<file path="config.mk">
export PLATFORM = sky130hd
export DESIGN_NAME = bidir_univ_shreg
export DESIGN_NICKNAME = d
export VERILOG_FILES = /design/src/rtl/ushr_pkg.sv /design/src/rtl/ushr_ctrl.sv /design/src/rtl/ushr_datapath.sv /design/src/rtl/bidir_univ_shreg.sv
export SDC_FILE = /design/constraint.sdc
export NUM_CORES = 1
export LEC_CHECK = 0
export BUFFER_PORTS_ARGS = -buffer_cell sky130_fd_sc_hd__buf_2
export CORE_AREA = 5 5 42 44
export CTS_BUF_LIST = sky130_fd_sc_hd__clkbuf_4
export CTS_CLUSTER_DIAMETER = 40
export CTS_CLUSTER_SIZE = 24
export DETAILED_ROUTE_END_ITERATION = 10
export DIE_AREA = 0 0 47 49
export PLACE_DENSITY = 0.69
export SETUP_SLACK_MARGIN = 0.4
export SKIP_CTS_REPAIR_TIMING = 1
export SYNTH_ARGS = -nofsm -noshare
export SYNTH_HDL_FRONTEND = slang
export SYNTH_SLANG_ARGS = --single-unit
</file>
<file path="constraint.sdc">
create_clock -name clk -period 2.45 [get_ports clk]
set_clock_uncertainty 0.1 [all_clocks]
set_input_delay 0.1225 -clock clk [delete_from_list [all_inputs] [get_ports clk]]
set_output_delay 0.1225 -clock clk [all_outputs]
set_load 0.01 [all_outputs]
</file>
<file path="src/rtl/ushr_pkg.sv">
package ushr_pkg;

  typedef enum logic [1:0] {
    MODE_KEEP  = 2'b00,
    MODE_RIGHT = 2'b01,
    MODE_LEFT  = 2'b10,
    MODE_FILL  = 2'b11
  } shiftMode_e;

  // strobes from control to datapath
  typedef struct packed {
    logic takeBus;
    logic goRight;
    logic goLeft;
    logic driveBus;
  } ctrlStrobe_t;

endpackage

</file>
<file path="src/rtl/ushr_ctrl.sv">
module ushr_ctrl
  import ushr_pkg::*;
(
  input  logic        [1:0] modeSel,
  input  logic              outEnAN,
  input  logic              outEnBN,
  output ctrlStrobe_t       strobe
);

  always_comb begin
    strobe = '0;
    unique case (shiftMode_e'(modeSel))
      MODE_RIGHT: strobe.goRight = 1'b1;
      MODE_LEFT:  strobe.goLeft  = 1'b1;
      MODE_FILL:  strobe.takeBus = 1'b1;
      default:    strobe = '0;
    endcase
    // bus released in capture mode or when either enable is high
    strobe.driveBus = !outEnAN && !outEnBN && !strobe.takeBus;
  end

endmodule

</file>
<file path="src/rtl/ushr_datapath.sv">
module ushr_datapath
  import ushr_pkg::*;
#(
  parameter int W = 8
) (
  input  logic            clk,
  input  logic            clrN,
  input  ctrlStrobe_t     strobe,
  input  logic            serInRight,
  input  logic            serInLeft,
  input  logic [W-1:0]    busIn,
  output logic [W-1:0]    regQ
);

  localparam int EXT = W + 2;

  logic [EXT-1:0] ext;
  logic [W-1:0]   nextQ;

  // ext[0] = right serial in, ext[i+1] = regQ[i], ext[W+1] = left serial in
  assign ext = {serInLeft, regQ, serInRight};

  for (genvar i = 0; i < W; i++) begin : g_slice
    always_comb begin
      if (strobe.takeBus)      nextQ[i] = busIn[i];
      else if (strobe.goRight) nextQ[i] = ext[i];
      else if (strobe.goLeft)  nextQ[i] = ext[i+2];
      else                     nextQ[i] = regQ[i];
    end
  end

  always_ff @(posedge clk or negedge clrN) begin
    if (!clrN) regQ <= '0;
    else       regQ <= nextQ;
  end


  p_keep_r1: assert property (@(posedge clk) disable iff (!clrN)
    !(strobe.takeBus || strobe.goRight || strobe.goLeft) |=> $stable(regQ));

  p_right_r2: assert property (@(posedge clk) disable iff (!clrN)
    strobe.goRight |=> regQ == {$past(regQ[W-2:0]), $past(serInRight)});

  p_left_r3: assert property (@(posedge clk) disable iff (!clrN)
    strobe.goLeft |=> regQ == {$past(serInLeft), $past(regQ[W-1:1])});

  p_fill_r4: assert property (@(posedge clk) disable iff (!clrN)
    strobe.takeBus |=> regQ == $past(busIn));

endmodule

</file>
<file path="src/rtl/bidir_univ_shreg.sv">
module bidir_univ_shreg
  import ushr_pkg::*;
#(
  parameter int W = 8
) (
  input  logic         clk,
  input  logic         clrN,
  input  logic [1:0]   modeSel,
  input  logic         serInRight,
  input  logic         serInLeft,
  input  logic         outEnAN,
  input  logic         outEnBN,
  input  logic [W-1:0] busIn,
  output logic [W-1:0] busOut,
  output logic         busDrive,
  output logic         serOutLow,
  output logic         serOutHigh
);

  ctrlStrobe_t strobe;
  logic [W-1:0] regQ;

  ushr_ctrl u_ctrl (
    .modeSel (modeSel),
    .outEnAN (outEnAN),
    .outEnBN (outEnBN),
    .strobe  (strobe)
  );

  ushr_datapath #(.W(W)) u_dp (
    .clk        (clk),
    .clrN       (clrN),
    .strobe     (strobe),
    .serInRight (serInRight),
    .serInLeft  (serInLeft),
    .busIn      (busIn),
    .regQ       (regQ)
  );

  assign busOut     = regQ;
  assign busDrive   = strobe.driveBus;
  assign serOutLow  = regQ[0];
  assign serOutHigh = regQ[W-1];


  p_drive_r7: assert property (@(posedge clk) disable iff (!clrN)
    busDrive |-> (!outEnAN && !outEnBN && modeSel != 2'b11));

  p_release_r7: assert property (@(posedge clk) disable iff (!clrN)
    (modeSel == 2'b11 || outEnAN || outEnBN) |-> !busDrive);

endmodule

</file>
* Word-level counts from Yosys, hierarchy flattened
Cells that the tools add are included.
** Word-level totals
- Register bits :: 8
- Bits in read-only memories :: 0
- Bits in latches :: 0
- Memories :: 0
- Logic and storage cells :: 37
- Bits of input ports :: 16
- Memory bits (writable) :: 0
** Operators by class
- Reductions and logical operators :: 6
- Div/mod/pow operators :: 0
- Shift operators :: 0
- Add/sub/neg operators :: 0
- Multiply operators :: 0
- Order comparisons :: 0
- Muxes and demuxes :: 27
- Eq/ne operators :: 3
- Bitwise logic cells :: 0
** Operators by type and width (count)
- two-way mux 1 bit :: 27
- equality test 2 bit, second input constant :: 2
- zero test 1 bit :: 3
- nonzero test 3 bit :: 1
- equality test 2 x 1 -> 1 bit, second input constant :: 1
- logical AND 1 bit :: 2

* Logic depth before layout (Yosys ltp)
- Depth after elaboration :: 5
- Mapped depth :: 2
- Mapped depth without buffers :: 1

* Hierarchy
From an unflattened synthesis, not the netlist that was laid out.
** Unflattened totals
- Cells, all modules :: 46
- Area, all modules :: 478.0 um2
** Modules (own cells, without submodules)
- ushr_datapath :: seq. area each 200.2 um2, cells each 40, instances 1, area an instance 427.9 um2
- ushr_ctrl :: seq. area each 0.0 um2, cells each 4, instances 1, area an instance 35.0 um2
- bidir_univ_shreg :: seq. area each 0.0 um2, cells each 2, instances 1, area an instance 15.0 um2

* Worst setup path before layout
Ideal clock, no wire load.
- Path type :: reg2reg
- Start point :: register u_dp.regQ[7]
- End point :: register u_dp.regQ[6]
- Buffers on the path :: 0
- Data arrival time :: 0.857 ns
- Clock period less this slack :: 1.096 ns
- Setup slack :: 1.354 ns
- Cell stages (with the launch flop) :: 2
- Cell sequence :: dfrtp_1 mux4_2
** On the way
- Cells in the longest elaborated chain, start to end :: 3
** Ends and longest elaborated chain
- start: declaration :: line ushr_datapath.sv:12 : output logic [W-1:0] regQ
- start signal: assignment :: line ushr_datapath.sv:34 : else regQ <= nextQ;
- two-way mux 1 bit :: line ushr_datapath.sv:27 : else if (strobe.goLeft) nextQ[i] = ext[i+2];
- two-way mux 1 bit :: line ushr_datapath.sv:26 : else if (strobe.goRight) nextQ[i] = ext[i];
- two-way mux 1 bit :: line ushr_datapath.sv:25 : if (strobe.takeBus) nextQ[i] = busIn[i];
No other way between the ends. The select of a mux whose other input is x is not followed.
A chain may end at the register's enable or synchronous reset.

* Final worst setup path
- Start point :: register u_dp.regQ[4]
- End point :: register u_dp.regQ[3]
The elaborated chain is that of the path after synthesis.

==> results.cfg <==
[critical_path]
path_class = reg2reg
crit_path_end_kind = flip-flop
arrival_ns = 1.11
cpMaxStageDelayCell = mux4_2
max_stage_delay_ns = 0.46
path_cells = mux4_2
critPathBufInv = 0
critPathTopFamily = multiplexers
r2r-start = u_dp.regQ[4]$_DFFE_PN0P_
startpoint = u_dp.regQ[4]$_DFFE_PN0P_
critPathLaunchType = flip-flop
cp.required_ns = 2.46
critPathMaxFanout = 4

[cells_and_area]
drive_above_1_share_pct = 78.7
top_regs = u_dp.regQ (8)
largest_reg_flops = 8
nNetsFinal = 65
max_flop_register = u_dp.regQ
diodes = 0
syn_to_final_growth_pct = 36.1
final_area_sq_um = 571

[routing]
drtIter0Drc = 2
via_count = 319
vias_per_cell = 5.06
wl_microns = 967
wl_per_cell_microns = 15.3
ant_nets = 0
drc = 0
first_pass_iters = 4

[min_path]
min-delay-start = busIn[4]
hp-class = in2reg

[timing]
period_share_pct = 45.0
grt_setup_unrepaired = no
period_minus_slack_ns = 1.10
hold_viol_final = 0
tightest_slew_ns = 0.266
max_freq_mhz = 907
setup_violations = 0
maxSlewViolCount = 0
timing.setup.tns_ns = 0
maxSlewHeadroom_pct = 82.3

[power_and_ir_drop]
p_leak_nw = 0.267
p_per_area_nw_per_um2 = 720
power_mw = 0.411
ir_drop_uv = 296

[die]
die_h_microns = 49
core-area_sq_um = 1400
die-area_sq_um = 2300
design.portCount = 27
initial_core_util_pct = 29.9
die_x_microns = 47
rows = 14

[grt]
grt_pass1_vias = 361
grt_first_pass_wirelength_microns = 1540
grt_max_degree = 10
grt_antenna_before_repair = 0
track_usage_pct = 9.77
gr-total-overflow = 0

[synthesis]
synthArstFlopShare_pct = 100
synth_commonest_cells = dfrtp_1, mux4_2, buf_4
synth-edff-count = 0
netlist_instances = 21
ys_dominant_reg_cell = dfrtp_1
synth_seq_cells = 8
synth_area_sq_um = 419
syn_avg_cell_area_sq_um = 20.0
synth_area_leader_cell = dfrtp_1
synth.area.top_cells = dfrtp_1, mux4_2, buf_4
yosys.cell_types.count = 6
syn-num-nets = 37
yosysTopAreaCellShare_pct = 47.8
synth_warnings = 0
ys_seq_area_share_pct = 47.8

[cts]
cts-root-buf = clkbuf_4
insertion_delay_ns = 0.24
path_clk_slew_ns = 0.05
cts.htree.levels = 1
cts_buffers = 3
tritoncts = built
cts.sinks = 8
clk_path_buf_depth = 2

[place]
io_buffers = 26
place.gp.congestion = 0.721
dpl_cell_area_sq_um = 538

[flow_run]
maxCapViolCount = 0

[run_status]
status = finished clean
==> final timing paths <==
path | endpoint | slack (ns) | cells past startpoint
setup reg to reg | u_dp.regQ[3]$_DFFE_PN0P_ | 1.35 | 1
setup / recovery | u_dp.regQ[3]$_DFFE_PN0P_ | 1.35 | 1
hold reg to reg | u_dp.regQ[0]$_DFFE_PN0P_ | 0.54 | 1
min in group asynchronous | u_dp.regQ[4]$_DFFE_PN0P_ | 0.14 | 2
max in group asynchronous | u_dp.regQ[6]$_DFFE_PN0P_ | 1.94 | 2
hold / removal | u_dp.regQ[4]$_DFFE_PN0P_ | 0.1 | 2
==> power by group <==
group          leakage [nW]  internal [mW]  switching (mW)  total [mW]
logic                 0.160         0.0769          0.0490       0.126
registers            0.0937          0.161          0.0289       0.190
clock network        0.0138         0.0556          0.0389      0.0945
total                 0.267          0.294           0.117       0.411
==> per-stage QoR <==
step | cells | utilization, % | hold WS [ns] | setup WS (ns)
floorplan | 21 | - | -0.273 | 1.35
global placement | 59 | 38.4 | -0.132 | 1.30
detailed placement | 59 | 38.4 | -0.122 | 1.27
CTS | 62 | 40.0 | -0.396 | 1.35
global route | 63 | 40.7 | 0.0861 | 1.32
finish | 63 | 40.7 | 0.0957 | 1.35
==> cells in the final DEF (no fill, tap or decap) <==
cell / n
mux4_2: 8
dlygate4sd3_1: 1
buf_2: 26
a211oi_1: 1
dfrtp_1: 8
clkbuf_4: 3
==> layer usage <==
layer	vias up	GRT usage, %	share of wire [%]
met5	-	0	0
met4	0	5.53	0
met3	0	5.17	19
met2	31	12.7	40
met1	151	12.6	40
li1	137	-	-
==> kinds of logic after synthesis <==
group	share of synthesized area, %
buffers and inverters	7.46
DFF	47.8
muxes	43.0
AOI/OAI and AO/OA	1.79
==> final cells by class <==
cell class | count | area (sq um)
sequential | 8 | 200
clock buffer | 3 | 22.5
timing repair buffer | 27 | 140
tap | 16 | 20.0
multi-input combinational | 9 | 188
fill | 145 | 831
No activity file was read; power rests on OpenSTA's default activity.
